**src/rtl/intmask_pkg.sv**
```systemverilog
package intmask_pkg;
  localparam int OFS_W       = 4;
  localparam int NUM_CHAN    = 2;
  localparam int CHAN_STRIDE = 8;

  // word offsets; channel c adds c*CHAN_STRIDE to the channel-local ones
  localparam logic [OFS_W-1:0] OFS_PEND  = 4'd0;
  localparam logic [OFS_W-1:0] OFS_RAW   = 4'd1;
  localparam logic [OFS_W-1:0] OFS_ENSET = 4'd2;
  localparam logic [OFS_W-1:0] OFS_ENCLR = 4'd3;
  localparam logic [OFS_W-1:0] OFS_SWSET = 4'd4;
  localparam logic [OFS_W-1:0] OFS_SWCLR = 4'd5;

  function automatic logic [OFS_W-1:0] chan_ofs(input int chan, input logic [OFS_W-1:0] local_ofs);
    return local_ofs + OFS_W'(chan * CHAN_STRIDE);
  endfunction
endpackage

```
**src/rtl/intmask_mask_reg.sv**
```systemverilog
module intmask_mask_reg
  import intmask_pkg::*;
#(
  parameter int WIDTH = 32,
  parameter logic [OFS_W-1:0] SET_OFS = 4'd2,
  parameter logic [OFS_W-1:0] CLR_OFS = 4'd3
) (
  input  logic             clk,
  input  logic             rst,
  input  logic             wr_en,
  input  logic [OFS_W-1:0] wr_ofs,
  input  logic [WIDTH-1:0] wr_bits,
  output logic [WIDTH-1:0] mask_o
);
  logic set_hit, clr_hit;
  assign set_hit = wr_en && (wr_ofs == SET_OFS);
  assign clr_hit = wr_en && (wr_ofs == CLR_OFS);

  always_ff @(posedge clk) begin
    if (rst)          mask_o <= '0;
    else if (set_hit) mask_o <= mask_o | wr_bits;
    else if (clr_hit) mask_o <= mask_o & ~wr_bits;
  end

  // bits written to the set offset are 1 afterwards, others keep value
  p_set_or_r2: assert property (@(posedge clk) disable iff (rst)
    set_hit |=> ((mask_o & $past(wr_bits)) == $past(wr_bits)) &&
                ((mask_o & ~$past(wr_bits)) == ($past(mask_o) & ~$past(wr_bits))));
  // bits written to the clear offset are 0 afterwards, others keep value
  p_clr_bits_r3: assert property (@(posedge clk) disable iff (rst)
    clr_hit |=> ((mask_o & $past(wr_bits)) == '0) &&
                ((mask_o & ~$past(wr_bits)) == ($past(mask_o) & ~$past(wr_bits))));
  // no write to this mask's offsets leaves it unchanged
  p_hold_r9: assert property (@(posedge clk) disable iff (rst)
    !(set_hit || clr_hit) |=> $stable(mask_o));
endmodule

```
**src/rtl/intmask_soft_src.sv**
```systemverilog
module intmask_soft_src
  import intmask_pkg::*;
#(
  parameter int WIDTH = 32
) (
  input  logic             clk,
  input  logic             rst,
  input  logic             wr_en,
  input  logic [OFS_W-1:0] wr_ofs,
  input  logic             wr_bit0,
  input  logic [WIDTH-1:0] src_i,
  output logic [WIDTH-1:0] raw_o
);
  logic swi_q;
  logic sw_set, sw_clr;
  assign sw_set = wr_en && (wr_ofs == OFS_SWSET) && wr_bit0;
  assign sw_clr = wr_en && (wr_ofs == OFS_SWCLR) && wr_bit0;

  always_ff @(posedge clk) begin
    if (rst)         swi_q <= 1'b0;
    else if (sw_set) swi_q <= 1'b1;
    else if (sw_clr) swi_q <= 1'b0;
  end

  assign raw_o = src_i | WIDTH'(swi_q);

  // set and clear writes take effect on the next cycle
  p_swi_set_r5: assert property (@(posedge clk) disable iff (rst) sw_set |=> swi_q);
  p_swi_clr_r5: assert property (@(posedge clk) disable iff (rst) sw_clr |=> !swi_q);
  // without a qualifying write the flag holds
  p_swi_hold_r5: assert property (@(posedge clk) disable iff (rst)
    !(sw_set || sw_clr) |=> $stable(swi_q));
  // the flag forces raw bit 0
  p_raw0_r6: assert property (@(posedge clk) disable iff (rst) swi_q |-> raw_o[0]);
endmodule

```
**src/rtl/intmask_out_stage.sv**
```systemverilog
module intmask_out_stage #(
  parameter int WIDTH = 32
) (
  input  logic             clk,
  input  logic             rst,
  input  logic [WIDTH-1:0] raw_i,
  input  logic [WIDTH-1:0] mask_i,
  output logic [WIDTH-1:0] pend_o,
  output logic             req_o
);
  assign pend_o = raw_i & mask_i;

  always_ff @(posedge clk) begin
    if (rst) req_o <= 1'b0;
    else     req_o <= |pend_o;
  end

  // an all-zero mask at the last edge means no request now
  p_mask_gate_r8: assert property (@(posedge clk) disable iff (rst)
    ($past(mask_i) == '0) |-> !req_o);
  // no raw source at the last edge means no request now
  p_raw_gate_r8: assert property (@(posedge clk) disable iff (rst)
    ($past(raw_i) == '0) |-> !req_o);
endmodule

```
**src/rtl/intmask_read_mux.sv**
```systemverilog
module intmask_read_mux
  import intmask_pkg::*;
#(
  parameter int WIDTH  = 32,
  parameter int DATA_W = 32
) (
  input  logic                          clk,
  input  logic                          rst,
  input  logic [OFS_W-1:0]              rd_ofs,
  input  logic [WIDTH-1:0]              raw_i,
  input  logic [NUM_CHAN-1:0][WIDTH-1:0] mask_i,
  input  logic [NUM_CHAN-1:0][WIDTH-1:0] pend_i,
  output logic [DATA_W-1:0]             rdata_o
);
  logic [DATA_W-1:0] rd_next;

  always_comb begin
    rd_next = '0;
    for (int c = 0; c < NUM_CHAN; c++) begin
      if (rd_ofs == chan_ofs(c, OFS_PEND))  rd_next = DATA_W'(pend_i[c]);
      if (rd_ofs == chan_ofs(c, OFS_RAW))   rd_next = DATA_W'(raw_i);
      if (rd_ofs == chan_ofs(c, OFS_ENSET)) rd_next = DATA_W'(mask_i[c]);
    end
    if (rd_ofs == OFS_SWSET) rd_next = DATA_W'(raw_i[0]);
  end

  always_ff @(posedge clk) begin
    if (rst) rdata_o <= '0;
    else     rdata_o <= rd_next;
  end

  // clear-only offsets read back as zero
  p_clr_read_zero_r9: assert property (@(posedge clk) disable iff (rst)
    ($past(rd_ofs) == OFS_ENCLR || $past(rd_ofs) == OFS_SWCLR ||
     $past(rd_ofs) == chan_ofs(1, OFS_ENCLR)) |-> (rdata_o == '0));
  // the software-source read has only bit 0 live
  p_swi_read_r5: assert property (@(posedge clk) disable iff (rst)
    ($past(rd_ofs) == OFS_SWSET) |-> (rdata_o[DATA_W-1:1] == '0));
  // raw reads show the source vector of the previous edge
  p_raw_read_r10: assert property (@(posedge clk) disable iff (rst)
    ($past(rd_ofs) == OFS_RAW) |-> (rdata_o == DATA_W'($past(raw_i))));
endmodule

```
**src/rtl/intmask_ctrl.sv**
```systemverilog
module intmask_ctrl
  import intmask_pkg::*;
#(
  parameter int NUM_SRC = 32,
  parameter int DATA_W  = 32
) (
  input  logic              clk,
  input  logic              rst,
  input  logic [OFS_W-1:0]  reg_ofs_i,
  input  logic              reg_wr_i,
  input  logic [DATA_W-1:0] reg_wdata_i,
  output logic [DATA_W-1:0] reg_rdata_o,
  input  logic [NUM_SRC-1:0] src_i,
  output logic              irq_o,
  output logic              fiq_o
);
  logic [NUM_SRC-1:0]                raw;
  logic [NUM_CHAN-1:0][NUM_SRC-1:0]  mask_q;
  logic [NUM_CHAN-1:0][NUM_SRC-1:0]  pend;
  logic [NUM_CHAN-1:0]               req;

  intmask_soft_src #(.WIDTH(NUM_SRC)) u_soft (
    .clk(clk), .rst(rst), .wr_en(reg_wr_i), .wr_ofs(reg_ofs_i),
    .wr_bit0(reg_wdata_i[0]), .src_i(src_i), .raw_o(raw)
  );

  for (genvar c = 0; c < NUM_CHAN; c++) begin : g_chan
    intmask_mask_reg #(
      .WIDTH(NUM_SRC),
      .SET_OFS(chan_ofs(c, OFS_ENSET)),
      .CLR_OFS(chan_ofs(c, OFS_ENCLR))
    ) u_mask (
      .clk(clk), .rst(rst), .wr_en(reg_wr_i), .wr_ofs(reg_ofs_i),
      .wr_bits(reg_wdata_i[NUM_SRC-1:0]), .mask_o(mask_q[c])
    );
    intmask_out_stage #(.WIDTH(NUM_SRC)) u_out (
      .clk(clk), .rst(rst), .raw_i(raw), .mask_i(mask_q[c]),
      .pend_o(pend[c]), .req_o(req[c])
    );
  end

  intmask_read_mux #(.WIDTH(NUM_SRC), .DATA_W(DATA_W)) u_rd (
    .clk(clk), .rst(rst), .rd_ofs(reg_ofs_i), .raw_i(raw),
    .mask_i(mask_q), .pend_i(pend), .rdata_o(reg_rdata_o)
  );

  assign irq_o = req[0];
  assign fiq_o = req[1];

  // writes to status and raw offsets leave every mask unchanged
  p_stat_wr_ignored_r9: assert property (@(posedge clk) disable iff (rst)
    (reg_wr_i && (reg_ofs_i == OFS_PEND || reg_ofs_i == OFS_RAW ||
                  reg_ofs_i == chan_ofs(1, OFS_PEND) || reg_ofs_i == chan_ofs(1, OFS_RAW)))
    |=> $stable(mask_q));
endmodule

```
**config.mk**
```make
export PLATFORM = sky130hd
export DESIGN_NAME = intmask_ctrl
export DESIGN_NICKNAME = d
export VERILOG_FILES = /design/src/rtl/intmask_pkg.sv /design/src/rtl/intmask_mask_reg.sv /design/src/rtl/intmask_soft_src.sv /design/src/rtl/intmask_out_stage.sv /design/src/rtl/intmask_read_mux.sv /design/src/rtl/intmask_ctrl.sv
export SDC_FILE = /design/constraint.sdc
export NUM_CORES = 1
export LEC_CHECK = 0
export BUFFER_PORTS_ARGS = -buffer_cell sky130_fd_sc_hd__buf_4
export CAP_MARGIN = 20
export CORE_MARGIN = 1.5
export CORE_UTILIZATION = 35
export DETAILED_ROUTE_END_ITERATION = 6
export SYNTH_ARGS = -nofsm -noshare
export SYNTH_HDL_FRONTEND = slang
export SYNTH_SLANG_ARGS = --single-unit
```
**constraint.sdc**
```tcl
create_clock -name clk -period 1.85 [get_ports clk]
set_clock_uncertainty 0.2 [all_clocks]
set_input_delay 0.37 -clock clk [delete_from_list [all_inputs] [get_ports clk]]
set_output_delay 0.37 -clock clk [all_outputs]
set_load 0.05 [all_outputs]
```
==> impl_metrics.json, run 1 <==
{
  "status": "finished, final reports clean",
  "via_count": 4842,
  "ys_types": 31,
  "synthTopCellsByArea": "dfxtp_1, a311oi_2, a21oi_1",
  "wl_per_cell_um": 21.7,
  "finalHoldViolCount": 0,
  "antenna_cells": 0,
  "cp.arrival_ns": 1.62,
  "power.density_nw_per_um2": 839,
  "worst_slack_ns": 0.263,
  "clkTransAtPathRegs_ns": 0.07,
  "synth-seq-area-share_pct": 40.4,
  "fin_crit_sh_pct": 85.8,
  "async_flop_share_pct": 0,
  "rsz0062_at_grt": "false",
  "synthCells": 504,
  "relSlewSlack_pct": 61.0,
  "drcViolationCount": 0,
  "synth_nets": 575,
  "die_area_um2": 14700,
  "num-nets-final": 657,
  "required_ns": 1.88,
  "fin_crit_ns": 1.59,
  "worstSetupEndpointType": "flop",
  "gr-total-overflow": 0,
  "grt_pass1_vias": 4512,
  "grt_pass1_wl_um": 26300,
  "fin_setup_tns_ns": 0,
  "postCtsSetupBuffers": 0,
  "slew_violations": 0,
  "hold_buffers": 0,
  "met2_usage_pct": 35.1,
  "netlist_area_um2": 4900,
  "gp_congestion": 0.905,
  "max_freq_mhz": 630,
  "drive_above_1_share_pct": 35.0,
  "cts_root_buf": "clkbuf_16",
  "cts_resized": 0,
  "htreeDepth": 3,
  "setup_violations": 0,
  "cts.sinks": 99,
  "dp_worst_setup_slack_ns": 0.0429,
  "p_leak_uw": 0.00203,
  "core_area_um2": 13800,
  "synth_edf_count": 0,
  "portBuffers": 104,
  "synth_top_area_share_pct": 40.4,
  "initial_core_util_pct": 35.6,
  "synthFlopType": "dfxtp_1",
  "met3_usage_pct": 3.81,
  "synth_seq_cells": 99,
  "yosysWarnings": 0,
  "cts_buffers": 9,
  "hpwl_um": 11700,
  "rows": 43,
  "die_y_um": 121,
  "viasPerCell": 6.28,
  "cts_tree": "yes",
  "dr.pass1.iters": 5,
  "grt_start_max_net_pins": 46,
  "synth_commonest_cells": "dfxtp_1, a21oi_1, a311oi_1",
  "dpl_cell_area_um2": 5880,
  "drv_cap": 0,
  "synth.most_common_cell": "dfxtp_1",
  "worstSetupPathType": "reg2reg",
  "start_kind": "flop",
  "finalInstanceArea_um2": 6210,
  "io_pins": 105,
  "clock_latency_ns": 0.36,
  "path_max_fanout": 4,
  "grtUsageMet1_pct": 32.5,
  "avgSynthCellArea_um2": 9.73,
  "antenna_found_initial": 0,
  "drt_wl_total_um": 16700,
  "hp-class": "in2reg",
  "synth_area_leader_cell": "dfxtp_1",
  "top_usage_layer": "met2",
  "peakVddDrop_mv": 0.482,
  "cts_buffer_depth": 2,
  "grt.total_usage_pct": 23.3,
  "worst_pin_slew_ns": 0.585,
  "ant_nets": 0,
  "die_x_um": 121,
  "syn_to_final_growth_pct": 26.7,
  "drtIter0Drc": 451
}
[per-stage QoR]
step	utilization, %	std cells	hold slack, ns	total power [µW]
3_5_place_dp	42.7	755	0.325	3160
4_1_cts	45.1	771	0.0210	5220
3_3_place_gp	42.7	755	0.310	3150
6_report	45.1	771	0.0307	5210
2_1_floorplan	-	504	0.280	2770
5_1_grt	45.1	771	0.0251	5400
[cell families after synthesis]
kind of cell	count (synthesis)	synth area share (%)
buffers and inverters	59	6.25
AOI/OAI and AO/OA	293	46.3
muxes	1	0.230
and+or+nand+nor	52	6.81
DFF	99	40.4
[cell usage in the layout (no fill, tap or decap), types with 3 or more instances in the layout]
master and n:
buf_4 123, o211ai_1 32, a22oi_1 28, clkbuf_16 9
o221ai_1 31, a311oi_2 28, buf_12 6, nor3_1 3
o21ai_1 5, a21oi_2 29, o21ai_0 28, nor2b_1 31
nand4_1 6, dfxtp_1 99, nor2_1 3, a311oi_1 37
a21oi_1 72
[critical path, stage by stage (launching register included)]
cell	delay, ns
dfxtp_1	0.37
a22oi_1	0.29
o211ai_1	0.16
nor4_1	0.34
a21oi_1	0.11
[area by class of cell]
type / instances / area (µm²)
fillers: 1324 / 7560
multi-input cells: 346 / 2630
flip-flops and latches: 99 / 1980
repair buffers: 129 / 1040
clock buffers: 10 / 239
well taps: 180 / 225
clock inverters: 6 / 88.8
inverters: 1 / 3.75
[power breakdown]
| part | internal, µW | leakage (µW) | total [µW] | switching, µW |
|---|---|---|---|---|
| registers | 2200 | 0.000804 | 2250 | 51.1 |
| logic | 324 | 0.00107 | 874 | 550 |
| clock network | 1220 | 0.000155 | 2080 | 860 |
[final timing paths]
path	startpoint	endpoint	slack, ns	cells past startpoint
hold / removal	reg_wdata_i[1]	flop	0.03	2
setup / recovery	flop	g_chan[1].u_out.req_o	0.26	4
hold reg to reg	flop	flop	0.33	2
setup reg to reg	flop	g_chan[1].u_out.req_o	0.26	4
[per-layer routing]
metal / vias up / wire length (µm) / part of all wire [%]
li1: 2222 / - / -
met1: 2341 / 7300 / 44
met4: 0 / 554 / 3.3
met2: 244 / 7670 / 46
met5: - / 0 / 0
met3: 35 / 1200 / 7.2
No activity file was read; power rests on OpenSTA's default activity.
==> inputs of run 2 (changes only) <==
Settings changed: ABC_AREA set to 1.
==> run 2 against run 1 <==
Effect of this change:
- combinational power shrank 18%
- register-to-register slack better by 0.25 ns
- first-iteration DRC count shrank 26%
- global-route usage is 1.9 points lower
- highest routed layer unchanged
- routed wire length grew 8.3%
- maximum frequency fell by 6.8%
- die area is 17% higher
==> impl_metrics.json, run 2 <==
{
  "synth-simple-area-share_pct": 39.5,
  "worst_path_largest_cell_delay_ns": 0.63,
  "synth_top_family_by_area": "simple AND/OR/NAND/NOR gates",
  "die_area_um2": 17200,
  "peakVddDrop_mv": 0.438,
  "cts_tree": "yes",
  "hold_buffers": 0,
  "wl_per_cell_um": 13.5,
  "crit_top_cell": "nand2_1",
  "finalHoldViolCount": 0,
  "status": "finished, final reports clean",
  "grt_pass1_vias": 5533,
  "ys_types": 20,
  "fin_setup_tns_ns": 0,
  "final_cell_mix": "nand2_1, inv_1, nor2_1",
  "synthFlopType": "dfxtp_1",
  "worst_hold_slack_ns": 0.0742,
  "antenna_found_initial": 0,
  "avgSynthCellArea_um2": 5.67,
  "setup_violations": 0,
  "drive_above_1_share_pct": 14.5,
  "cts_buffers": 9,
  "power.density_nw_per_um2": 721,
  "start_kind": "primary input",
  "max_freq_mhz": 587,
  "worst_pin_slew_ns": 0.764,
  "synthAdderAreaFrac_pct": 0,
  "relSlewSlack_pct": 49.0,
  "synth_commonest_cells": "nand2_1, inv_1, nor2_1",
  "synth.most_common_cell": "nand2_1",
  "num-nets-final": 1194,
  "fillers": 1723,
  "synth_nets": 1086,
  "die_y_um": 131,
  "final_common_cell": "nand2_1",
  "drcViolationCount": 0,
  "dr.pass1.iters": 5,
  "cp_num_cells": 10,
  "synthTopCellsByArea": "dfxtp_1, nand2_1, inv_1",
  "yosysWarnings": 0,
  "slew_violations": 0,
  "cp.arrival_ns": 1.80,
  "core_area_um2": 15900,
  "fin_crit_ns": 1.70,
  "drv_cap": 0,
  "synth-seq-area-share_pct": 34.4,
  "ant_nets": 0,
  "reg2reg_depth": 6,
  "synth_compound_area_share_pct": 12.0,
  "async_flop_share_pct": 0,
  "worstSetupPathType": "in2reg",
  "worstSetupEndpointType": "flop",
  "antenna_cells": 0,
  "clkTransAtPathRegs_ns": 0.07,
  "p_leak_uw": 0.00401,
  "grt_start_max_net_pins": 48,
  "postCtsSetupBuffers": 0,
  "rows": 46,
  "hp-class": "in2reg",
  "syn_to_final_growth_pct": 27.9,
  "synth_area_leader_cell": "dfxtp_1",
  "grt.total_usage_pct": 21.3,
  "viasPerCell": 4.62,
  "cts_root_buf": "clkbuf_16",
  "dpl_cell_area_um2": 6990,
  "gp_congestion": 0.848,
  "synthCells": 1015,
  "drtIter0Drc": 334,
  "synth_seq_cells": 99,
  "crit_chain": "buf_4 -> inv_1 -> nand2_1 -> nor2_4 -> nand2_1 -> nand2_1 -> nor2_1 -> nand3_1 -> nand2_1 -> inv_1",
  "finalInstanceArea_um2": 7360,
  "utilization_pct": 46.2,
  "htreeDepth": 3,
  "portBuffers": 104,
  "synth_xor_area_share_pct": 0,
  "critPathBufInv": 3,
  "cts.sinks": 99,
  "initial_core_util_pct": 36.1,
  "io_pins": 105,
  "via_count": 6209,
  "critical_path.top_delay_family": "simple AND/OR/NAND/NOR gates",
  "grt_pass1_wl_um": 29100,
  "drt_wl_total_um": 18100,
  "netlist_area_um2": 5750,
  "fin_crit_sh_pct": 92.1,
  "clock_latency_ns": 0.36,
  "rsz0062_at_grt": "false",
  "synth.area.mux_share_pct": 0,
  "cts_resized": 0,
  "holdPathStages": 2,
  "synth_edf_count": 0,
  "crit_path_top_delay_cell": "nor2_4",
  "synth_top_area_share_pct": 34.4,
  "dp_worst_setup_slack_ns": -0.176,
  "worst_slack_ns": 0.147,
  "path_max_fanout": 28,
  "gr-total-overflow": 0,
  "cts_buffer_depth": 2,
  "die_x_um": 131,
  "required_ns": 1.95,
  "hpwl_um": 12500
}
## run 2: changes by cell type after synthesis, sizes merged, moves of 4 or more
| cell | before | now |
|---|---|---|
| a21oi | 101 | 67 |
| buf | 33 | 21 |
| clkbuf | 25 | 21 |
| nand3 | 1 | 67 |
| a22oi | 28 | 0 |
| o221ai | 31 | 0 |
| o211ai | 32 | 0 |
| o21ai | 33 | 66 |
| a311oi | 65 | 0 |
| nor2b | 31 | 0 |
| nor2 | 3 | 152 |
| nand2 | 0 | 345 |
| inv | 1 | 165 |
## run 2: kinds of logic after synthesis
logic type | after synthesis
buffers and inverters | 207
AO/OA/AOI/OAI | 137
flip-flops | 99
AND/OR/NAND/NOR | 572
## run 2: per-stage QoR
step / std cells / total power, µW
6_report: 1344 / 5310
5_1_grt: 1344 / 5520
4_1_cts: 1344 / 5360
3_5_place_dp: 1328 / 2960
3_3_place_gp: 1328 / 2960
2_1_floorplan: 1015 / 2600
## run 2: worst reg2reg max path: cells and delay by family (launching register included)
kind	cells	cell delay (ns)
flip-flops	1	0.33
AND/OR/NAND/NOR	5	0.58
AO/OA/AOI/OAI	1	0.11
## run 2: worst paths after layout
kind / startpoint / end / slack (ns)
setup reg to reg: flop / g_chan[0].u_out.req_o / 0.51
setup / recovery: reg_ofs_i[2] / u_rd.rdata_o[1] / 0.15
hold / removal: rst / flop / 0.07
hold reg to reg: flop / flop / 0.29
## run 2: where the power goes
group	switching, µW	internal (µW)	leakage, µW
clock	893	1500	0.000183
combinational	448	266	0.00302
sequential	24.0	2180	0.000801
## run 2: cell type report
cell class,count,area [µm²],area share [%]
clock buffer,10,239,3.25
clock inverter,6,134,1.82
inverter,165,619,8.41
multi-input combinational,709,2970,40.4
sequential,99,1980,26.9
tap,216,270,3.67
timing repair buffer,139,1140,15.5
## run 2: routing by layer
metal  share of wire, %  global-route usage, %
met3                6.1                   4.13
met4                1.2                   5.37
met5                  0                      0
met1                 47                   28.8
met2                 45                   35.0
